File: src/rtl/wlg_pkg.sv
package wlg_pkg;

    // Zone protection modes as delivered by the command decoder.
    typedef enum logic [1:0] {
        MODE_OPEN   = 2'd0,
        MODE_LOCK   = 2'd1,
        MODE_PROG   = 2'd2,
        MODE_FORBID = 2'd3
    } zone_mode_e;

    // Sequencing of one request.
    typedef enum logic [1:0] {
        ST_IDLE   = 2'd0,
        ST_LOOKUP = 2'd1,
        ST_ISSUE  = 2'd2
    } stage_e;

    // What the issue stage does with the captured request.
    typedef enum logic [1:0] {
        ACT_WRITE_NEW = 2'd0,
        ACT_WRITE_AND = 2'd1,
        ACT_REJECT    = 2'd2
    } action_e;

    // Modes whose decision depends on a byte already in the array.
    function automatic logic needs_read(zone_mode_e m);
        return (m == MODE_LOCK) || (m == MODE_PROG);
    endfunction

    // Only the open mode keeps a multi-byte length.
    function automatic logic keeps_length(zone_mode_e m);
        return m == MODE_OPEN;
    endfunction

endpackage

File: src/rtl/wlg_intake.sv
module wlg_intake
    import wlg_pkg::*;
#(
    parameter int ADDR_W     = 10,
    parameter int PAGE_BYTES = 8,
    parameter int MAX_LEN    = 16,
    localparam int DATA_W    = PAGE_BYTES,
    localparam int OFS_W     = $clog2(PAGE_BYTES),
    localparam int LEN_W     = $clog2(MAX_LEN + 1)
) (
    input  logic              clk,
    input  logic              rst,
    input  logic              req_valid,
    output logic              req_ready,
    input  logic [ADDR_W-1:0] req_addr,
    input  logic [DATA_W-1:0] req_data,
    input  logic [LEN_W-1:0]  req_len,
    input  zone_mode_e        req_mode,
    output logic              rd_en,
    output logic [ADDR_W-1:0] rd_addr,
    output logic              in_lookup,
    output logic [ADDR_W-1:0] cap_addr,
    output logic [DATA_W-1:0] cap_data,
    output logic [LEN_W-1:0]  cap_len,
    output zone_mode_e        cap_mode
);

    stage_e stage_q;
    logic   take;

    assign req_ready = (stage_q == ST_IDLE);
    assign take      = req_valid && req_ready;
    assign in_lookup = (stage_q == ST_LOOKUP);

    // Write-lock reads the page head, program-only reads the target itself.
    assign rd_en   = take && needs_read(req_mode);
    assign rd_addr = (req_mode == MODE_LOCK)
                   ? {req_addr[ADDR_W-1:OFS_W], {OFS_W{1'b0}}}
                   : req_addr;

    always_ff @(posedge clk) begin
        if (rst) begin
            stage_q  <= ST_IDLE;
            cap_addr <= '0;
            cap_data <= '0;
            cap_len  <= '0;
            cap_mode <= MODE_OPEN;
        end else begin
            case (stage_q)
                ST_IDLE: if (take) begin
                    stage_q  <= ST_LOOKUP;
                    cap_addr <= req_addr;
                    cap_data <= req_data;
                    cap_len  <= req_len;
                    cap_mode <= req_mode;
                end
                ST_LOOKUP: stage_q <= ST_ISSUE;
                default:   stage_q <= ST_IDLE;
            endcase
        end
    end

    p_busy_after_take_r2: assert property (@(posedge clk) disable iff (rst)
        take |=> !req_ready);

    p_page_head_read_r3: assert property (@(posedge clk) disable iff (rst)
        (rd_en && req_mode == MODE_LOCK) |-> (rd_addr[OFS_W-1:0] == '0)
            && (rd_addr[ADDR_W-1:OFS_W] == req_addr[ADDR_W-1:OFS_W]));

    p_no_read_unneeded_r9: assert property (@(posedge clk) disable iff (rst)
        (req_mode == MODE_FORBID || req_mode == MODE_OPEN) |-> !rd_en);

endmodule

File: src/rtl/wlg_judge.sv
module wlg_judge
    import wlg_pkg::*;
#(
    parameter int PAGE_BYTES = 8,
    localparam int DATA_W    = PAGE_BYTES,
    localparam int OFS_W     = $clog2(PAGE_BYTES)
) (
    input  zone_mode_e        mode,
    input  logic [OFS_W-1:0]  offset,
    input  logic [DATA_W-1:0] old_byte,
    output action_e           act
);

    logic guard_bit;

    // Bit k of the page head guards byte k; zero means frozen.
    assign guard_bit = old_byte[offset];

    always_comb begin
        unique case (mode)
            MODE_OPEN:   act = ACT_WRITE_NEW;
            MODE_FORBID: act = ACT_REJECT;
            MODE_PROG:   act = ACT_WRITE_AND;
            default: begin
                if (!guard_bit)          act = ACT_REJECT;
                else if (offset == '0)   act = ACT_WRITE_AND;
                else                     act = ACT_WRITE_NEW;
            end
        endcase
    end

endmodule

File: src/rtl/wlock_guard.sv
module wlock_guard
    import wlg_pkg::*;
#(
    parameter int ADDR_W     = 10,
    parameter int PAGE_BYTES = 8,
    parameter int MAX_LEN    = 16,
    localparam int DATA_W    = PAGE_BYTES,
    localparam int OFS_W     = $clog2(PAGE_BYTES),
    localparam int LEN_W     = $clog2(MAX_LEN + 1)
) (
    input  logic              clk,
    input  logic              rst,
    input  logic              req_valid,
    output logic              req_ready,
    input  logic [ADDR_W-1:0] req_addr,
    input  logic [DATA_W-1:0] req_data,
    input  logic [LEN_W-1:0]  req_len,
    input  logic [1:0]        req_mode,
    output logic              rd_en,
    output logic [ADDR_W-1:0] rd_addr,
    input  logic [DATA_W-1:0] rd_data,
    output logic              wr_en,
    output logic [ADDR_W-1:0] wr_addr,
    output logic [DATA_W-1:0] wr_data,
    output logic [LEN_W-1:0]  wr_len,
    output logic              rejected
);

    logic              in_lookup;
    logic [ADDR_W-1:0] cap_addr;
    logic [DATA_W-1:0] cap_data;
    logic [LEN_W-1:0]  cap_len;
    zone_mode_e        cap_mode;
    action_e           act;
    logic [OFS_W-1:0]  cap_ofs;

    assign cap_ofs = cap_addr[OFS_W-1:0];

    wlg_intake #(
        .ADDR_W(ADDR_W), .PAGE_BYTES(PAGE_BYTES), .MAX_LEN(MAX_LEN)
    ) u_intake (
        .clk      (clk),
        .rst      (rst),
        .req_valid(req_valid),
        .req_ready(req_ready),
        .req_addr (req_addr),
        .req_data (req_data),
        .req_len  (req_len),
        .req_mode (zone_mode_e'(req_mode)),
        .rd_en    (rd_en),
        .rd_addr  (rd_addr),
        .in_lookup(in_lookup),
        .cap_addr (cap_addr),
        .cap_data (cap_data),
        .cap_len  (cap_len),
        .cap_mode (cap_mode)
    );

    wlg_judge #(.PAGE_BYTES(PAGE_BYTES)) u_judge (
        .mode    (cap_mode),
        .offset  (cap_ofs),
        .old_byte(rd_data),
        .act     (act)
    );

    // Issue register: outcome is valid for the one cycle after lookup.
    always_ff @(posedge clk) begin
        if (rst || !in_lookup) begin
            wr_en    <= 1'b0;
            rejected <= 1'b0;
            wr_addr  <= '0;
            wr_data  <= '0;
            wr_len   <= '0;
        end else begin
            wr_addr <= cap_addr;
            unique case (act)
                ACT_WRITE_NEW: begin
                    wr_en    <= 1'b1;
                    rejected <= 1'b0;
                    wr_data  <= cap_data;
                end
                ACT_WRITE_AND: begin
                    wr_en    <= 1'b1;
                    rejected <= 1'b0;
                    wr_data  <= cap_data & rd_data;
                end
                default: begin
                    wr_en    <= 1'b0;
                    rejected <= 1'b1;
                    wr_data  <= '0;
                end
            endcase
            if (act == ACT_REJECT)          wr_len <= '0;
            else if (keeps_length(cap_mode)) wr_len <= cap_len;
            else                            wr_len <= LEN_W'(1);
        end
    end

    p_grant_xor_refuse_r6: assert property (@(posedge clk) disable iff (rst)
        !(wr_en && rejected));

    p_refuse_single_pulse_r6: assert property (@(posedge clk) disable iff (rst)
        rejected |=> !rejected);

    p_outcome_after_lookup_r2: assert property (@(posedge clk) disable iff (rst)
        (wr_en || rejected) |-> $past(in_lookup));

    p_frozen_byte_refused_r4: assert property (@(posedge clk) disable iff (rst)
        (in_lookup && cap_mode == MODE_LOCK && !rd_data[cap_ofs])
            |=> (rejected && !wr_en));

    p_head_only_clears_r5: assert property (@(posedge clk) disable iff (rst)
        (in_lookup && cap_mode == MODE_LOCK && cap_ofs == '0 && rd_data[0])
            |=> (wr_en && ((wr_data & ~$past(rd_data)) == '0)));

    p_gated_single_byte_r7: assert property (@(posedge clk) disable iff (rst)
        (in_lookup && cap_mode != MODE_OPEN) |=> (wr_len <= LEN_W'(1)));

    p_forbidden_refused_r9: assert property (@(posedge clk) disable iff (rst)
        (in_lookup && cap_mode == MODE_FORBID) |=> rejected);

    p_program_only_clears_r10: assert property (@(posedge clk) disable iff (rst)
        (in_lookup && cap_mode == MODE_PROG)
            |=> (wr_en && ((wr_data & ~$past(rd_data)) == '0)));

endmodule

File: config.mk
export PLATFORM = sky130hd
export DESIGN_NAME = wlock_guard
export DESIGN_NICKNAME = d
export VERILOG_FILES = /design/src/rtl/wlg_pkg.sv /design/src/rtl/wlg_intake.sv /design/src/rtl/wlg_judge.sv /design/src/rtl/wlock_guard.sv
export SDC_FILE = /design/constraint.sdc
export NUM_CORES = 1
export LEC_CHECK = 0
export BUFFER_PORTS_ARGS = -buffer_cell sky130_fd_sc_hd__buf_2
export CAP_MARGIN = 0
export CELL_PAD_IN_SITES_DETAIL_PLACEMENT = 1
export CELL_PAD_IN_SITES_GLOBAL_PLACEMENT = 1
export CORE_MARGIN = 3
export CORE_UTILIZATION = 37
export CTS_CLUSTER_SIZE = 25
export DETAILED_ROUTE_END_ITERATION = 6
export PLACE_DENSITY = 0.9
export RECOVER_POWER = 100
export SLEW_MARGIN = 20
export SYNTH_ARGS = -nofsm -noshare
export SYNTH_HDL_FRONTEND = slang
export SYNTH_SLANG_ARGS = --single-unit
File: constraint.sdc
create_clock -name clk -period 3 [get_ports clk]
set_clock_uncertainty 0.2 [all_clocks]
set_input_delay 0.3 -clock clk [delete_from_list [all_inputs] [get_ports clk]]
set_output_delay 0.3 -clock clk [all_outputs]
set_load 0.01 [all_outputs]
Word-level counts from Yosys, hierarchy flattened
Cells that the tools add are included.
Word-level totals
  bits in registers: 52
  word-level logic and storage cells: 47
  output and inout bits: 37
  bits of input ports: 36
Operators by class
  reduce and logical (&&, ||, !) cells: 13
  multiplexer cells: 12
  bitwise operators: 2
  magnitude comparators: 1
  equal/unequal tests: 8
Operator list (number)
  8-bit one-hot mux with 2 select lines: 1
  8-bit bitwise AND: 1
  2-bit == test, second input constant: 4
  2-bit by 1-bit == test with 1-bit output, second input constant: 3
  2-bit zero test: 3
  2-bit one-hot mux with 3 select lines: 1
  1-bit two-way mux: 5
  3-bit by 4-bit < comparator with 1-bit output, second input constant: 1
  2-bit two-way mux: 2
  2-bit one-hot mux with 2 select lines: 1
  2-bit OR reduction: 2
  1-bit binary-select mux with 3-bit select: 1
  3-bit zero test: 1
  3-bit two-way mux: 1
  3-bit OR reduction: 1
  1-bit logical AND: 2
  1-bit logical OR: 2
  2-bit != test, second input constant: 1
  2-bit AND reduction: 1
  1-bit zero test: 1
  1-bit inverter: 1

Longest topological paths before layout
Gate-level depths: netlist of run 1.
  depth after elaboration: 7
  depth in mapped cells: 6
  depth with buffers taken out: 4

Hierarchy
From an unflattened synthesis of run 1, not the netlist that was laid out.
Unflattened totals
  cell total of the unflattened synthesis: 204
  area total of the unflattened synthesis: 2167.1 µm²
Modules (own cells, without submodules)
  wlg_intake: seq. area each 540.5 µm², cells an instance 128, area each 1303.8 µm², times used 1
  wlock_guard: seq. area each 500.5 µm², cells an instance 63, area each 769.5 µm², times used 1
  wlg_judge: seq. area each 0.0 µm², cells an instance 13, area each 93.8 µm², times used 1

Least setup slack after synthesis of run 1
No wires, ideal clock.
  path type: flip-flop to flip-flop
  start: register u_intake.cap_addr[0]
  end: register wr_data[0]
  cell stages (with the launch flop): 5
  data arrival time: 1.544 ns
  buffers on the path: 0
  path slack: 1.119 ns
  data required time: 2.664 ns
  period minus slack after synthesis: 1.881 ns
  setup time: 0.136 ns
  cells stage by stage: dfxtp_1 > mux4_2 > and3b_4 > o41ai_4 > nor2_1
On the way
  longest elaborated chain between the ends: 6
  elaborated cells on any way between the ends: 9
  classes of those cells: 1 x eq/ne; 6 x mux; 2 x reduce/logical
Ends and longest elaborated chain
  start: declaration: line wlg_intake.sv:22  | output logic [ADDR_W-1:0] cap_addr,
  start signal: assignment: line wlg_intake.sv:52  | cap_addr <= req_addr;
  1-bit binary-select mux with 3-bit select or 3-bit zero test (tied branches): line wlg_judge.sv:17, wlg_judge.sv:26
  1-bit two-way mux (on tied branches): line wlg_judge.sv:17, wlg_judge.sv:26
  2-bit two-way mux *: line wlg_judge.sv:25  | if (!guard_bit) act = ACT_REJECT;
  2-bit one-hot mux with 3 select lines *: line wlg_judge.sv:20  | unique case (mode)
  2-bit by 1-bit == test with 1-bit output or 2-bit zero test (tied branches): line wlock_guard.sv:76  | unique case (act)
  8-bit one-hot mux with 2 select lines *: line wlock_guard.sv:76
  end signal: assignment: line wlock_guard.sv:80  | wr_data <= cap_data;
  end signal: assignment: line wlock_guard.sv:85  | wr_data <= cap_data & rd_data;
  end: declaration: line wlock_guard.sv:24  | output logic [DATA_W-1:0] wr_data,
Mark *: on every way between the ends. The rest lies on a longest branch, timed or not. The select of a mux whose other input is x is not followed.
A chain may end at the register's enable or synchronous reset.

Final worst setup path of run 1
  start: register u_intake.cap_addr[0]
  end: register wr_data[2]
Same word-level chain as after synthesis.

==> results.yml, run 1 <==
clock_tree:
  clock_latency_ns: 0.30
  cts_buffers: 5
  clockBufferDepth: 2
  cts_tree: "done"
  clk_pin_slew_ns: 0.09
  post_cts.repair.setup_buffers: 0
  cts_sinks: 52
  ctsResizeCount: 0
  htreeDepth: 2
  cts_hold_buffers: 0
  clock-root-buffer: "clkbuf_8"
die:
  ios: 73
  die_y_um: 76.5
  rows: 25
  start_util: 0.387
  die-area_um2: 5850
  die_width_um: 76.5
  core-area_um2: 4750
timing:
  setup_violations: 0
  fin_crit_sh: 0.760
  worst_slew_margin_rel: 0.438
  tightest_slew_ns: 0.834
  fin_ws_ns: 0.719
  final.min_clock_period_ns: 2.28
  final_max_slew_viol_count: 0
  setup_tns_ns: 0
  rsz0062_at_grt: "no"
  hold_violations: 0
  max_clock_freq_mhz: 438
  whs_ns: 0.0331
routing:
  wirelength_um: 4490
  drt-initial-drc-count: 63
  wl_met3_um: 160
  wl_met1_um: 1850
  avgViaCountPerCell: 4.56
  maxUsedRoutingLayer: "met4"
  ant_nets: 0
  drcViolationCount: 0
  dr_total_vias: 1529
  met2_length_um: 2430
  drt-wirelength-per-cell_um: 13.4
  drtPass1Iterations: 3
logic_synthesis:
  synth_edf_count: 0
  ys_ff_latch: 52
  syn_inst: 201
  synthFlopType: "dfxtp_1"
  avgSynthCellArea_um2: 9.14
  synth_area_um2: 1840
  synthDominantCellAreaShare: 0.566
  synthTopCellsByArea: "dfxtp_1 57%, nand2_1 10%, a21oi_1 6.8%, and2_1 5.1%, buf_4 2.9%"
  yosys_warnings: 0
  synthDominantAreaCellType: "dfxtp_1"
  synthArstFlopShare: 0
  syn_nets: 238
  synth_cell_type_count: 24
  synth_seq_area_share: 0.566
pwr:
  finalPower_mw: 1.32
  max-vdd-ir-drop_mv: 0.247
  p_leak_nw: 0.884
  power-per-cell-area_nw_per_um2: 588
final_layout:
  fillers: 623
  num_antenna_cells: 0
  final_cell_mix: "52 x dfxtp_1, 51 x nand2_1, 41 x clkbuf_1"
  multiInputGateArea_um2: 681
  drive_gt1_frac: 0.179
  syn_to_final_growth_pct: 22.4
  regArea_um2: 1040
  nNetsFinal: 304
  layout_commonest_cell: "dfxtp_1"
worst_setup_path:
  end_kind: "flop"
  cp.required_ns: 2.95
  critical_path.max_fanout: 10
  cp.arrival_ns: 2.24
  cp-start-kind: "flop"
  path_class: "reg -> reg"
placement:
  hpwl_um: 3430
  gp_congestion: 0.724
  preCtsSetupSlack_ns: 0.944
  port_buffers: 72
min_path:
  holdCritPathClass: "in -> reg"
global_route:
  grt_max_degree: 28
  antenna_found_initial: 0
  grt_util_all_layers: 0.161
  grt-ovfl-total: 0
  grt_pass1_wl_um: 7530
  grt_pass1_vias: 1601
flow_run:
  maxCapViolCount: 0
status:
  outcome: "completed"
## power breakdown
group	switching, mW	internal [mW]
Clock	0.215	0.248
Sequential	0.0172	0.716
Combinational	0.0767	0.0513
## worst max-delay path, cell delays in order (launching register included)
cell	delay, ns
dfxtp_1	0.44
mux4_2	0.52
and3b_4	0.19
o41ai_2	0.67
nor2_1	0.12
## synth_stat cells, types with 2 or more instances
cell type   n
a21oi_1    25
and2_1     15
buf_4       7
clkbuf_1    8
dfxtp_1    52
inv_1       3
mux2i_1     2
nand2_1    51
nor2_1     12
nor2b_1     3
nor3b_1     2
nor4_1      2
o21ai_0     8
## stage by stage
stage | util | instances | cell area, um2
5_1_grt | 0.473 | 335 | 2250
3_3_place_gp | 0.465 | 327 | 2210
2_1_floorplan | - | 201 | 1840
4_1_cts | 0.488 | 335 | 2320
3_5_place_dp | 0.465 | 327 | 2210
6_report | 0.473 | 335 | 2250
## path summary, 6_finish.rpt
kind                             start                   end  slack [ns]  cells after the start
setup reg to reg  u_intake.cap_addr[0]            wr_data[2]        0.72                      4
setup / recovery  u_intake.cap_addr[0]            wr_data[2]        0.72                      4
hold reg to reg   u_intake.cap_addr[7]  u_intake.cap_addr[7]        0.25                      2
hold / removal              req_len[3]   u_intake.cap_len[3]        0.03                      3
## per-layer routing
layer / up-vias / GRT usage
li1: 775 / -
met1: 715 / 0.181
met2: 35 / 0.301
met3: 4 / 0.0355
met4: 0 / 0.0489
met5: - / 0
## registers in the layout, indices dropped and copies added (netlist names)
| name | flops |
|---|---|
| rejected | 1 |
| u_intake.cap_addr | 10 |
| u_intake.cap_data | 8 |
| u_intake.cap_len | 5 |
| u_intake.cap_mode | 2 |
| u_intake.stage_q | 2 |
| wr_addr | 10 |
| wr_data | 8 |
| wr_en | 1 |
| wr_len | 5 |
## cell type report
type	count	area share
inverter	3	0.00501
sequential	52	0.463
timing repair buffer	75	0.145
multi-input combinational	130	0.303
tap	67	0.0373
clock inverter	2	0.0156
clock buffer	6	0.0323
## cells by family after synthesis
kind of cell,synth area share
muxes,0.0231
adders and majority gates,0.00681
DFF,0.566
AOI/OAI and AO/OA,0.111
buffers and inverters,0.0572
and+or+nand+nor,0.236
Power figures use the tool's default switching activity.
==> run 2, diff against run 1 <==
--- a/config.mk
+++ b/config.mk
@@ -10,10 +10,10 @@
 export CELL_PAD_IN_SITES_DETAIL_PLACEMENT = 1
 export CELL_PAD_IN_SITES_GLOBAL_PLACEMENT = 1
 export CORE_MARGIN = 3
-export CORE_UTILIZATION = 37
+export CORE_UTILIZATION = 34
 export CTS_CLUSTER_SIZE = 25
 export DETAILED_ROUTE_END_ITERATION = 6
-export PLACE_DENSITY = 0.9
+export PLACE_DENSITY = 0.84
 export RECOVER_POWER = 100
 export SLEW_MARGIN = 20
 export SYNTH_ARGS = -nofsm -noshare
==> constraint.sdc (replaced) <==
create_clock -name clk -period 2.1 [get_ports clk]
set_clock_uncertainty 0.2 [all_clocks]
set_input_delay 0.21 -clock clk [delete_from_list [all_inputs] [get_ports clk]]
set_output_delay 0.21 -clock clk [all_outputs]
set_load 0.01 [all_outputs]
==> run 2 against run 1 <==
Net effect:
- the run now ends with hold timing left
- first-iteration DRC count fell by 33%
- sequential share of layout area fell by 5.1 points
- clock power rose by 22%
- via count rose by 10%
- hold slack got worse by 0.036 ns
- maximum frequency rose by 13%
- critical path type unchanged
- critical endpoint is now wr_len[0]
==> results.yml, run 2 (synthesis gave the netlist of run 1 again) <==
routing:
  drtPass1Iterations: 4
  dr_total_vias: 1689
  avgViaCountPerCell: 4.63
  drt-wirelength-per-cell_um: 14.3
  ant_nets: 0
  drt-initial-drc-count: 42
  wirelength_um: 5220
  drcViolationCount: 0
timing:
  max_clock_freq_mhz: 495
  hold_violations: 1
  setup_violations: 0
  whs_ns: -0.00262
  rsz0062_at_grt: "no"
  final_max_slew_viol_count: 0
  fin_ws_ns: 0.0813
  tightest_slew_ns: 0.593
  setup_tns_ns: 0
  final.min_clock_period_ns: 2.02
  fin_crit_sh: 0.961
  worst_slew_margin_rel: 0.605
global_route:
  met2_usage: 0.332
  grt_util_all_layers: 0.175
  top_usage_layer: "met2"
  grt-ovfl-total: 0
  grt_pass1_vias: 1805
  gr-usage-met3: 0.0248
  grt_max_degree: 27
  antenna_found_initial: 0
  grt_pass1_wl_um: 8550
  gr-usage-met1: 0.185
clock_tree:
  cts_buffers: 5
  cts_sinks: 52
  clock_latency_ns: 0.29
  htreeDepth: 2
  cts_tree: "done"
  clockBufferDepth: 2
  clock-root-buffer: "clkbuf_8"
  clk_pin_slew_ns: 0.09
  ctsResizeCount: 0
final_layout:
  fillers: 641
  final_cell_mix: "52 x dfxtp_1, 51 x nand2_1, 39 x clkbuf_1"
  layout.cells.non_filler: 365
  num_antenna_cells: 0
  drive_gt1_frac: 0.180
  nNetsFinal: 331
  layout_commonest_cell: "dfxtp_1"
  top_regs: "u_intake.cap_addr x10, wr_addr x10"
  final_area_um2: 2530
  utilization: 0.489
  syn_to_final_growth_pct: 37.6
die:
  core-area_um2: 5170
  die_y_um: 79.5
  rows: 26
  die_width_um: 79.5
  ios: 73
  start_util: 0.355
  die-area_um2: 6320
worst_setup_path:
  cp-start-kind: "flop"
  endpoint: "wr_len[0]"
  r2r_end: "wr_len[0]"
  path_class: "reg -> reg"
  r2r_slack_ns: 0.08
  critical_path.max_fanout: 10
  cp.required_ns: 2.08
  reg2regPathDepth: 5
  end_kind: "flop"
  r2r-start: "u_intake.cap_addr[0]"
  cp.arrival_ns: 1.99
  cp-startpoint: "u_intake.cap_addr[0]"
status:
  violations: "hold timing"
  outcome: "complete, but fails checks"
placement:
  gp_congestion: 0.818
  port_buffers: 72
  placed_area_um2: 2250
  hpwl_um: 3470
  post-place-cells: 332
  preCtsSetupSlack_ns: 0.0797
pwr:
  max-vdd-ir-drop_mv: 0.245
  finalPower_mw: 1.85
  p_leak_nw: 1.00
  power-per-cell-area_nw_per_um2: 732
flow_run:
  maxCapViolCount: 0
min_path:
  holdCritPathClass: "in -> reg"
[run 2: cell types whose count changed in the layout (fill, tap and decap cells not counted), sizes merged]
cell,previous run,this run
buf,35,40
bufinv,1,0
clkinv,1,0
dlygate4sd3,0,24
[run 2: cell type report]
cell class	instances	area [um2]	area share
Sequential cell	52	1040	0.412
Clock buffer	8	90.1	0.0356
Inverter	3	11.3	0.00445
Timing Repair Buffer	102	607	0.240
Tap cell	70	87.6	0.0346
Multi-Input combinational cell	130	692	0.274
[run 2: worst max-delay path, cell delays in order, from the launching register on]
cell	delay (ns)
dfxtp_1	0.36
mux4_2	0.52
and3b_4	0.21
o41ai_4	0.33
buf_4	0.21
nor2_1	0.07
[run 2: power by group]
group	switching [mW]	internal (mW)
Combinational	0.124	0.113
Sequential	0.0250	1.02
Clock	0.298	0.269
Total	0.446	1.40
[run 2: worst min path at each step]
stage          cells past startpoint                   end                 start  slack [ns]
2_1_floorplan                      2  u_intake.cap_addr[2]           req_addr[2]        0.14
3_3_place_gp                       1            wr_addr[9]  u_intake.cap_addr[9]        0.24
4_1_cts                            3            wr_data[3]            rd_data[3]       0.002
5_1_grt                            3            wr_data[3]            rd_data[3]        0.02
3_5_place_dp                       2  u_intake.cap_addr[6]  u_intake.cap_addr[6]        0.24
6_report                           3            wr_data[3]            rd_data[3]      -0.003
[run 2: timing repair]
item,4_1_cts,5_1_grt
hold buffers,24,0
setup buffers,0,1
hold endpoints to repair,24,0
endpoints found under the setup margin,0,3
[run 2: per-layer routing]
layer,part of all wire,vias to the layer above,routed length (um)
li1,-,833,-
met1,0.39,797,2010
met2,0.55,47,2870
met3,0.040,12,209
met4,0.024,0,123
met5,0,-,0
